**src/rtl/nibdac_pkg.sv**
```systemverilog
package nibdac_pkg;
  localparam int NIB_W   = 4;
  localparam int NIB_CNT = 3;
  localparam int CODE_W  = NIB_W * NIB_CNT;
  localparam int BUS_W   = 2 * NIB_W;

  typedef enum logic [1:0] {
    SEL_BYTE = 2'b00,
    SEL_MID  = 2'b01,
    SEL_LOW  = 2'b10,
    SEL_HIGH = 2'b11
  } nib_sel_e;

  typedef logic [CODE_W-1:0] code_t;

  // Assemble the next staging word from the current one and one bus access.
  function automatic code_t merge_word(code_t cur, nib_sel_e sel,
                                       logic [BUS_W-1:0] bus, logic byte_mode);
    code_t nxt;
    logic [NIB_W-1:0] lo;
    logic [NIB_W-1:0] hi;
    nxt = cur;
    lo  = bus[NIB_W-1:0];
    hi  = bus[BUS_W-1:NIB_W];
    case (sel)
      SEL_LOW:  nxt[NIB_W-1:0]         = lo;
      SEL_MID:  nxt[2*NIB_W-1:NIB_W]   = byte_mode ? hi : lo;
      SEL_HIGH: nxt[CODE_W-1:2*NIB_W]  = lo;
      default:  nxt[BUS_W-1:0]         = bus;
    endcase
    return nxt;
  endfunction
endpackage

```
**src/rtl/nibdac_sync.sv**
```systemverilog
module nibdac_sync #(
  parameter int STAGES = 2
) (
  input  logic clk,
  input  logic rst_n,
  input  logic async_in,
  output logic sync_out
);
  logic [STAGES-1:0] chain_q;

  generate
    if (STAGES == 1) begin : g_one
      always_ff @(posedge clk or negedge rst_n) begin
        if (!rst_n) chain_q <= '0;
        else        chain_q <= async_in;
      end
    end else begin : g_many
      always_ff @(posedge clk or negedge rst_n) begin
        if (!rst_n) chain_q <= '0;
        else        chain_q <= {chain_q[STAGES-2:0], async_in};
      end
    end
  endgenerate

  assign sync_out = chain_q[STAGES-1];
endmodule

```
**src/rtl/nibdac_strobe.sv**
```systemverilog
module nibdac_strobe #(
  parameter int STAGES = 2
) (
  input  logic clk,
  input  logic rst_n,
  input  logic cs_n,
  input  logic wr_n,
  output logic commit
);
  logic wr_act;
  logic wr_sync;
  logic wr_prev_q;

  assign wr_act = ~cs_n & ~wr_n;

  nibdac_sync #(.STAGES(STAGES)) u_sync (
    .clk      (clk),
    .rst_n    (rst_n),
    .async_in (wr_act),
    .sync_out (wr_sync)
  );

  always_ff @(posedge clk or negedge rst_n) begin
    if (!rst_n) wr_prev_q <= 1'b0;
    else        wr_prev_q <= wr_sync;
  end

  // Release of the combined strobe, seen after synchronisation.
  assign commit = wr_prev_q & ~wr_sync;

  // capture is a single-cycle event per released strobe
  a_r6_commit_pulse: assert property (@(posedge clk) disable iff (!rst_n)
    commit |=> !commit);
  a_r6_commit_after_active: assert property (@(posedge clk) disable iff (!rst_n)
    commit |-> $past(wr_sync));
endmodule

```
**src/rtl/nibdac_input_latch.sv**
```systemverilog
module nibdac_input_latch
  import nibdac_pkg::*;
(
  input  logic             clk,
  input  logic             rst_n,
  input  logic             commit,
  input  logic             clear,
  input  nib_sel_e         sel,
  input  logic [BUS_W-1:0] bus,
  input  logic             byte_mode,
  output code_t            word
);
  code_t word_q;

  always_ff @(posedge clk or negedge rst_n) begin
    if (!rst_n)      word_q <= '0;
    else if (clear)  word_q <= '0;
    else if (commit) word_q <= merge_word(word_q, sel, bus, byte_mode);
  end

  assign word = word_q;

  // without a capture event the staging word holds
  a_r6_hold_without_commit: assert property (@(posedge clk) disable iff (!rst_n)
    (!commit && !clear) |=> $stable(word_q));
  // clear empties the staging latch
  a_r9_stage_cleared: assert property (@(posedge clk) disable iff (!rst_n)
    clear |=> (word_q == '0));
endmodule

```
**src/rtl/nibdac_hold.sv**
```systemverilog
module nibdac_hold
  import nibdac_pkg::*;
(
  input  logic  clk,
  input  logic  rst_n,
  input  logic  load_en,
  input  logic  clr_en,
  input  code_t word_in,
  output code_t dac_word
);
  code_t dac_q;

  always_ff @(posedge clk or negedge rst_n) begin
    if (!rst_n)       dac_q <= '0;
    else if (clr_en)  dac_q <= '0;
    else if (load_en) dac_q <= word_in;
  end

  assign dac_word = dac_q;

  // output only moves under load or clear
  a_r7_hold_between_loads: assert property (@(posedge clk) disable iff (!rst_n)
    (!load_en && !clr_en) |=> $stable(dac_q));
  // while load is active the output tracks the staging word
  a_r8_load_copies: assert property (@(posedge clk) disable iff (!rst_n)
    (load_en && !clr_en) |=> (dac_q == $past(word_in)));
  // clear beats load
  a_r9_clear_wins: assert property (@(posedge clk) disable iff (!rst_n)
    clr_en |=> (dac_q == '0));
endmodule

```
**src/rtl/nibdac_if.sv**
```systemverilog
module nibdac_if
  import nibdac_pkg::*;
#(
  parameter int SYNC_STAGES = 2
) (
  input  logic              clk,
  input  logic              rst_n,
  input  logic [BUS_W-1:0]  data_in,
  input  logic [1:0]        addr,
  input  logic              byte_mode,
  input  logic              cs_n,
  input  logic              wr_n,
  input  logic              ld_n,
  input  logic              clr_n,
  output logic [CODE_W-1:0] code_out
);
  logic  commit;
  logic  load_en;
  logic  clr_en;
  code_t stage_word;
  code_t dac_word;

  nibdac_strobe #(.STAGES(SYNC_STAGES)) u_strobe (
    .clk    (clk),
    .rst_n  (rst_n),
    .cs_n   (cs_n),
    .wr_n   (wr_n),
    .commit (commit)
  );

  nibdac_sync #(.STAGES(SYNC_STAGES)) u_load_sync (
    .clk      (clk),
    .rst_n    (rst_n),
    .async_in (~ld_n),
    .sync_out (load_en)
  );

  nibdac_sync #(.STAGES(SYNC_STAGES)) u_clr_sync (
    .clk      (clk),
    .rst_n    (rst_n),
    .async_in (~clr_n),
    .sync_out (clr_en)
  );

  nibdac_input_latch u_stage (
    .clk       (clk),
    .rst_n     (rst_n),
    .commit    (commit),
    .clear     (clr_en),
    .sel       (nib_sel_e'(addr)),
    .bus       (data_in),
    .byte_mode (byte_mode),
    .word      (stage_word)
  );

  nibdac_hold u_hold (
    .clk      (clk),
    .rst_n    (rst_n),
    .load_en  (load_en),
    .clr_en   (clr_en),
    .word_in  (stage_word),
    .dac_word (dac_word)
  );

  assign code_out = dac_word;

  // reset leaves the output at zero
  a_r1_reset_zero: assert property (@(posedge clk)
    !rst_n |=> (code_out == '0));
endmodule

```
**config.mk**
```make
export PLATFORM = sky130hd
export DESIGN_NAME = nibdac_if
export DESIGN_NICKNAME = d
export VERILOG_FILES = /design/src/rtl/nibdac_pkg.sv /design/src/rtl/nibdac_sync.sv /design/src/rtl/nibdac_strobe.sv /design/src/rtl/nibdac_input_latch.sv /design/src/rtl/nibdac_hold.sv /design/src/rtl/nibdac_if.sv
export SDC_FILE = /design/constraint.sdc
export NUM_CORES = 1
export LEC_CHECK = 0
export ABC_AREA = 1
export BUFFER_PORTS_ARGS = -buffer_cell sky130_fd_sc_hd__buf_2
export CELL_PAD_IN_SITES_DETAIL_PLACEMENT = 1
export CELL_PAD_IN_SITES_GLOBAL_PLACEMENT = 2
export CORE_AREA = 4 4 69 71
export DETAILED_ROUTE_END_ITERATION = 8
export DIE_AREA = 0 0 73 75
export PLACE_DENSITY_LB_ADDON = 0.1
export SETUP_SLACK_MARGIN = 0.05
export SYNTH_ARGS = -nofsm -noshare
export SYNTH_HDL_FRONTEND = slang
export SYNTH_SLANG_ARGS = --single-unit
export TNS_END_PERCENT = 1
```
**constraint.sdc**
```tcl
create_clock -name clk -period 2.4 [get_ports clk]
set_input_delay 0.36 -clock clk [delete_from_list [all_inputs] [get_ports clk]]
set_output_delay 0.36 -clock clk [all_outputs]
set_load 0.02 [all_outputs]
```
* Word level (Yosys, flattened, before mapping)
Cells that the tools add are included.
** Cells by class
- Add/sub/neg operators :: 0
- $mul :: 0
- Div/mod/pow operators :: 0
- $lt $le $gt $ge :: 0
- Equal/unequal tests :: 5
- Shift operators :: 0
- Muxes and demuxes :: 8
- Bitwise gates (word level) :: 7
- Reductions and logical operators :: 8
** Operators by type and width (number)
- $mux 12 :: 4
- $mux 4 :: 3
- $pmux 4 s2 :: 1
- $reduce_and 2->1 :: 3
- $reduce_bool 2->1 :: 3
- $not 1->1 :: 5
- $eq 2x2->1 const B :: 2
- $ne 2x1->1 const B :: 2
- $reduce_or 2->1 :: 2
- $and 1x1->1 :: 2
- $eq 2x1->1 const B :: 1
** Word-level totals
- Register bits after elaboration :: 31
- Latch bits :: 0
- Bits in writable memories :: 0
- Bits in read-only memories :: 0
- Output and inout port bits :: 12
- Logic and storage cells :: 36
- Memories :: 0

* Logic depth before layout (Yosys ltp)
- Depth in word-level cells :: 5
- Mapped depth :: 5
- Depth with buffers taken out :: 5

* Cells and area by module
A second synthesis with hierarchy kept.
** Unflattened totals
- Cells, all modules :: 145
- Area total of the unflattened synthesis :: 1302.5 um2
** By module, submodules not included
- nibdac_input_latch :: instances 1, cells an instance 80, area an instance 621.8 um2
- nibdac_hold :: instances 1, cells an instance 53, area an instance 484.2 um2
- nibdac_sync :: instances 3, cells an instance 2, area an instance 50.0 um2
- nibdac_strobe :: instances 1, cells an instance 4, area an instance 38.8 um2
- nibdac_if :: instances 1, cells an instance 2, area an instance 7.5 um2

* Worst setup path after synthesis
Ideal clock, no wire load.
- Kind :: register to register
- Start point :: register u_clr_sync.chain_q[1]
- End point :: register u_hold.dac_q[10] (netlist: u_hold.dac_word[10])
- Setup time :: 0.074 ns
- Arrival :: 0.956 ns
- Path slack :: 1.370 ns
- Stages on the path, launching flop included :: 5
- Path buffers :: 2
- Period minus slack after synthesis :: 1.030 ns
- Cell sequence :: dfrtp_1 buf_6 or2_4 buf_6 o21ai_2
** Between the ends
- Word-level cells in the longest chain between the ends :: 1
- Elaborated cells on any way between the ends :: 2
- Those cells by class :: mux (1); reduce/logical (1)
** RTL lines
- start: declaration :: RTL line nibdac_sync.sv:9 : logic [STAGES-1:0] chain_q;
- start signal: assignment :: RTL line nibdac_sync.sv:20 : else chain_q <= {chain_q[STAGES-2:0], async_in};
- $mux 12 / $reduce_bool 2->1 (equally long branches)
- end signal: assignment :: RTL line nibdac_hold.sv:16 : else if (load_en) dac_q <= word_in;
- end: declaration :: RTL line nibdac_hold.sv:11 : code_t dac_q;
Parallel ways exist; a longest one is shown, timed or not.
A chain may end at the register's enable or synchronous reset.

* Final worst setup path
- Start point :: register u_clr_sync.chain_q[1]
- End point :: register u_stage.word_q[10] (netlist: u_stage.word[10])
** Between the ends
- Word-level cells in the longest chain between the ends :: 2
- Elaborated cells on any way between the ends :: 4
- Those cells by class :: mux (1); reduce/logical (3)
** RTL lines
- $reduce_bool 2->1 (no line)
- $reduce_and 2->1 (no line)
- end signal: assignment :: RTL line nibdac_input_latch.sv:18 : else if (commit) word_q <= merge_word(word_q, sel, bus, byte_mode);
- end: declaration :: RTL line nibdac_input_latch.sv:13 : code_t word_q;
Parallel ways exist; a longest one is shown, timed or not.

==> metrics.csv <==
metric;value;unit
kind of critical path;flop to flop;
DR WL/cell;12.4;microns
final non-filler cell area;0.00161;sq mm
# Max-Cap Violations;0;
PortBufs;28;
via count;1058;
postcts setup bufs;0;
Routed WL;2910;microns
max-slew violations;0;
clock slew at reported path FFs;0.06;ns
mapped cell area;0.00135;sq mm
Starting Density;0.320;
Syn Nets;168;
Worst Max-Slew Pin Slew;0.678;ns
TNS Setup;0;ns
period utilization;0.543;
Post-CTS Resized;0;
initial antenna violation count;0;
die area;0.00548;sq mm
Placed Cells;226;
worst hold slack;0.112;ns
Fmax;0.767;GHz
outcome;complete, no violations;
power per standard cell area;659;mW/mm^2
DRC;0;
most frequent cells in the layout;inv_1, dfrtp_1, nand2_1;
combinational share of power;0.067;
Synth cell types;13;
Leak;0.835;nW
vias in the first global route;1163;
antenna-violating nets left;0;
core area;0.00423;sq mm
CTS Hold Buffers Added;0;
CTS tree;done;
largest net degree at the start of global routing;32;
DP Area;0.00151;sq mm
flop-to-flop setup slack;1.10;ns
worst r2r src;u_clr_sync.chain_q[1]$_DFF_PN0_;
Tot GR Track Use;0.125;
Detailed Place HPWL;2230;microns
deepest clock path buffer count;2;
final hold vios;0;
Data arrival, critical path;1.50;ns
clock network power share;0.417;
chip width;73;microns
Initial DRT Pass Iterations;3;
Net Sw Frac;0.227;
Skew-Pair Late Insertion Delay;0.28;ns
Ports;29;
H-tree Lvls;2;
Hold Crit Class;input port to asynchronous set/reset pin;
average size of a mapped cell;8.97;sq um
RR Endpoint;u_stage.word[10]$_DFFE_PN0P_;
kind of end point of the critical path;flop;
Rows;24;
final net count;198;
Int Power;820;uW
critical path launch point type;flop;
Non-Filler Instances;234;
Via density;4.52;
ANT cells;0;
Worst Path Required;2.59;ns
CTS buffer count;5;
min cycle time layout;1.30;ns
RSZ-0062 raised after global routing;no;
VDD IR-drop max;0.000299;V
Die Y;75;microns
Sw Pwr;241;uW
r2r worst-path depth;3;
final total power;1.06;mW
DRT iter0 DRCs;44;
first-pass GRT wire length;5190;microns
clock skew;0.00301;ns
Syn Inst Count;151;
synth-to-layout area growth;18.9;%
normalized max-slew margin;0.548;
Final setup viols;0;
Max FO, Critical Path;20;
CTS root buffer;clkbuf_8;
leading cell type in the layout, fill and taps excluded;inv_1;
CTS Sinks;31;
GRT overflow;0;
gp weighted congestion;0.688;
sequential-to-total area share from yosys stat;0.573;
synth warn;0;
Yosys reg bits;31;
layout cells sized above 1;0.253;
Seq pwr share;0.516;
## area by class of cell
class	instances	area [sq um]
clock buffer	8	100
fill	528	2620
inverter	32	120
multi-input combinational	83	409
sequential	31	776
tap	52	65.1
timing repair buffer	28	140
## state kept, by name, indices dropped and copies added, names as in the netlist
signal	cells
u_clr_sync.chain_q	2
u_strobe.wr_prev_q	1
u_load_sync.chain_q	2
u_stage.word	12
u_strobe.u_sync.chain_q	2
u_hold.dac_word	12
## critical path: stages, from the launching register on
cell and delay, ns:
dfrtp_1 0.47, inv_1 0.45, nand2_1 0.08, o21ai_0 0.20
## per-stage QoR
step / setup WS [ns] / utilization
final: 1.10 / 0.380
after global routing: 0.958 / 0.380
after CTS: 1.07 / 0.380
after detailed placement: 1.08 / 0.357
after global placement: 1.12 / 0.357
after floorplan: 1.37 / -
## how the worst max path moves through the flow
stage / from / slack [ns] / to / cells past startpoint
2_1_floorplan: u_clr_sync.chain_q[1]$_DFF_PN0_ / 1.37 / u_hold.dac_word[10]$_DFFE_PN0P_ / 4
3_3_place_gp: u_clr_sync.chain_q[1]$_DFF_PN0_ / 1.12 / u_stage.word[8]$_DFFE_PN0P_ / 3
3_5_place_dp: u_clr_sync.chain_q[1]$_DFF_PN0_ / 1.08 / u_stage.word[9]$_DFFE_PN0P_ / 3
4_1_cts: u_clr_sync.chain_q[1]$_DFF_PN0_ / 1.07 / u_stage.word[10]$_DFFE_PN0P_ / 3
5_1_grt: u_clr_sync.chain_q[1]$_DFF_PN0_ / 0.96 / u_stage.word[10]$_DFFE_PN0P_ / 3
6_report: u_clr_sync.chain_q[1]$_DFF_PN0_ / 1.10 / u_stage.word[10]$_DFFE_PN0P_ / 3
## power groups by stage
| stage | combinational [mW] | sequential [mW] | clock, mW |
|---|---|---|---|
| 3_3_place_gp | 0.0725 | 0.557 | 0 |
| 4_1_cts | 0.0737 | 0.548 | 0.462 |
| 3_5_place_dp | 0.0734 | 0.557 | 0 |
| 5_1_grt | 0.0830 | 0.549 | 0.482 |
| 2_1_floorplan | 0.0424 | 0.554 | 0 |
| 6_report | 0.0709 | 0.548 | 0.443 |
## cell families after synthesis
kind of cell           share of synthesized area
AND/OR/NAND/NOR                            0.197
buffers and inverters                      0.125
flip-flops                                 0.573
AO/OA/AOI/OAI                              0.105
## synthesized netlist by cell type (all sizes together)
cell type / instances / area share
a21oi: 1 / 0.0037
buf: 4 / 0.026
clkbuf: 1 / 0.010
dfrtp: 31 / 0.57
inv: 32 / 0.089
nand2: 29 / 0.080
nand3: 23 / 0.085
nor2: 9 / 0.025
o21ai: 20 / 0.10
or2: 1 / 0.0065
## per-layer routing
layer	part of all wire	track usage
met3	0.060	0.0347
met2	0.46	0.205
met4	0.023	0.0615
met1	0.46	0.153
met5	0	0
Note: power is estimated with default switching activity, not from simulation.
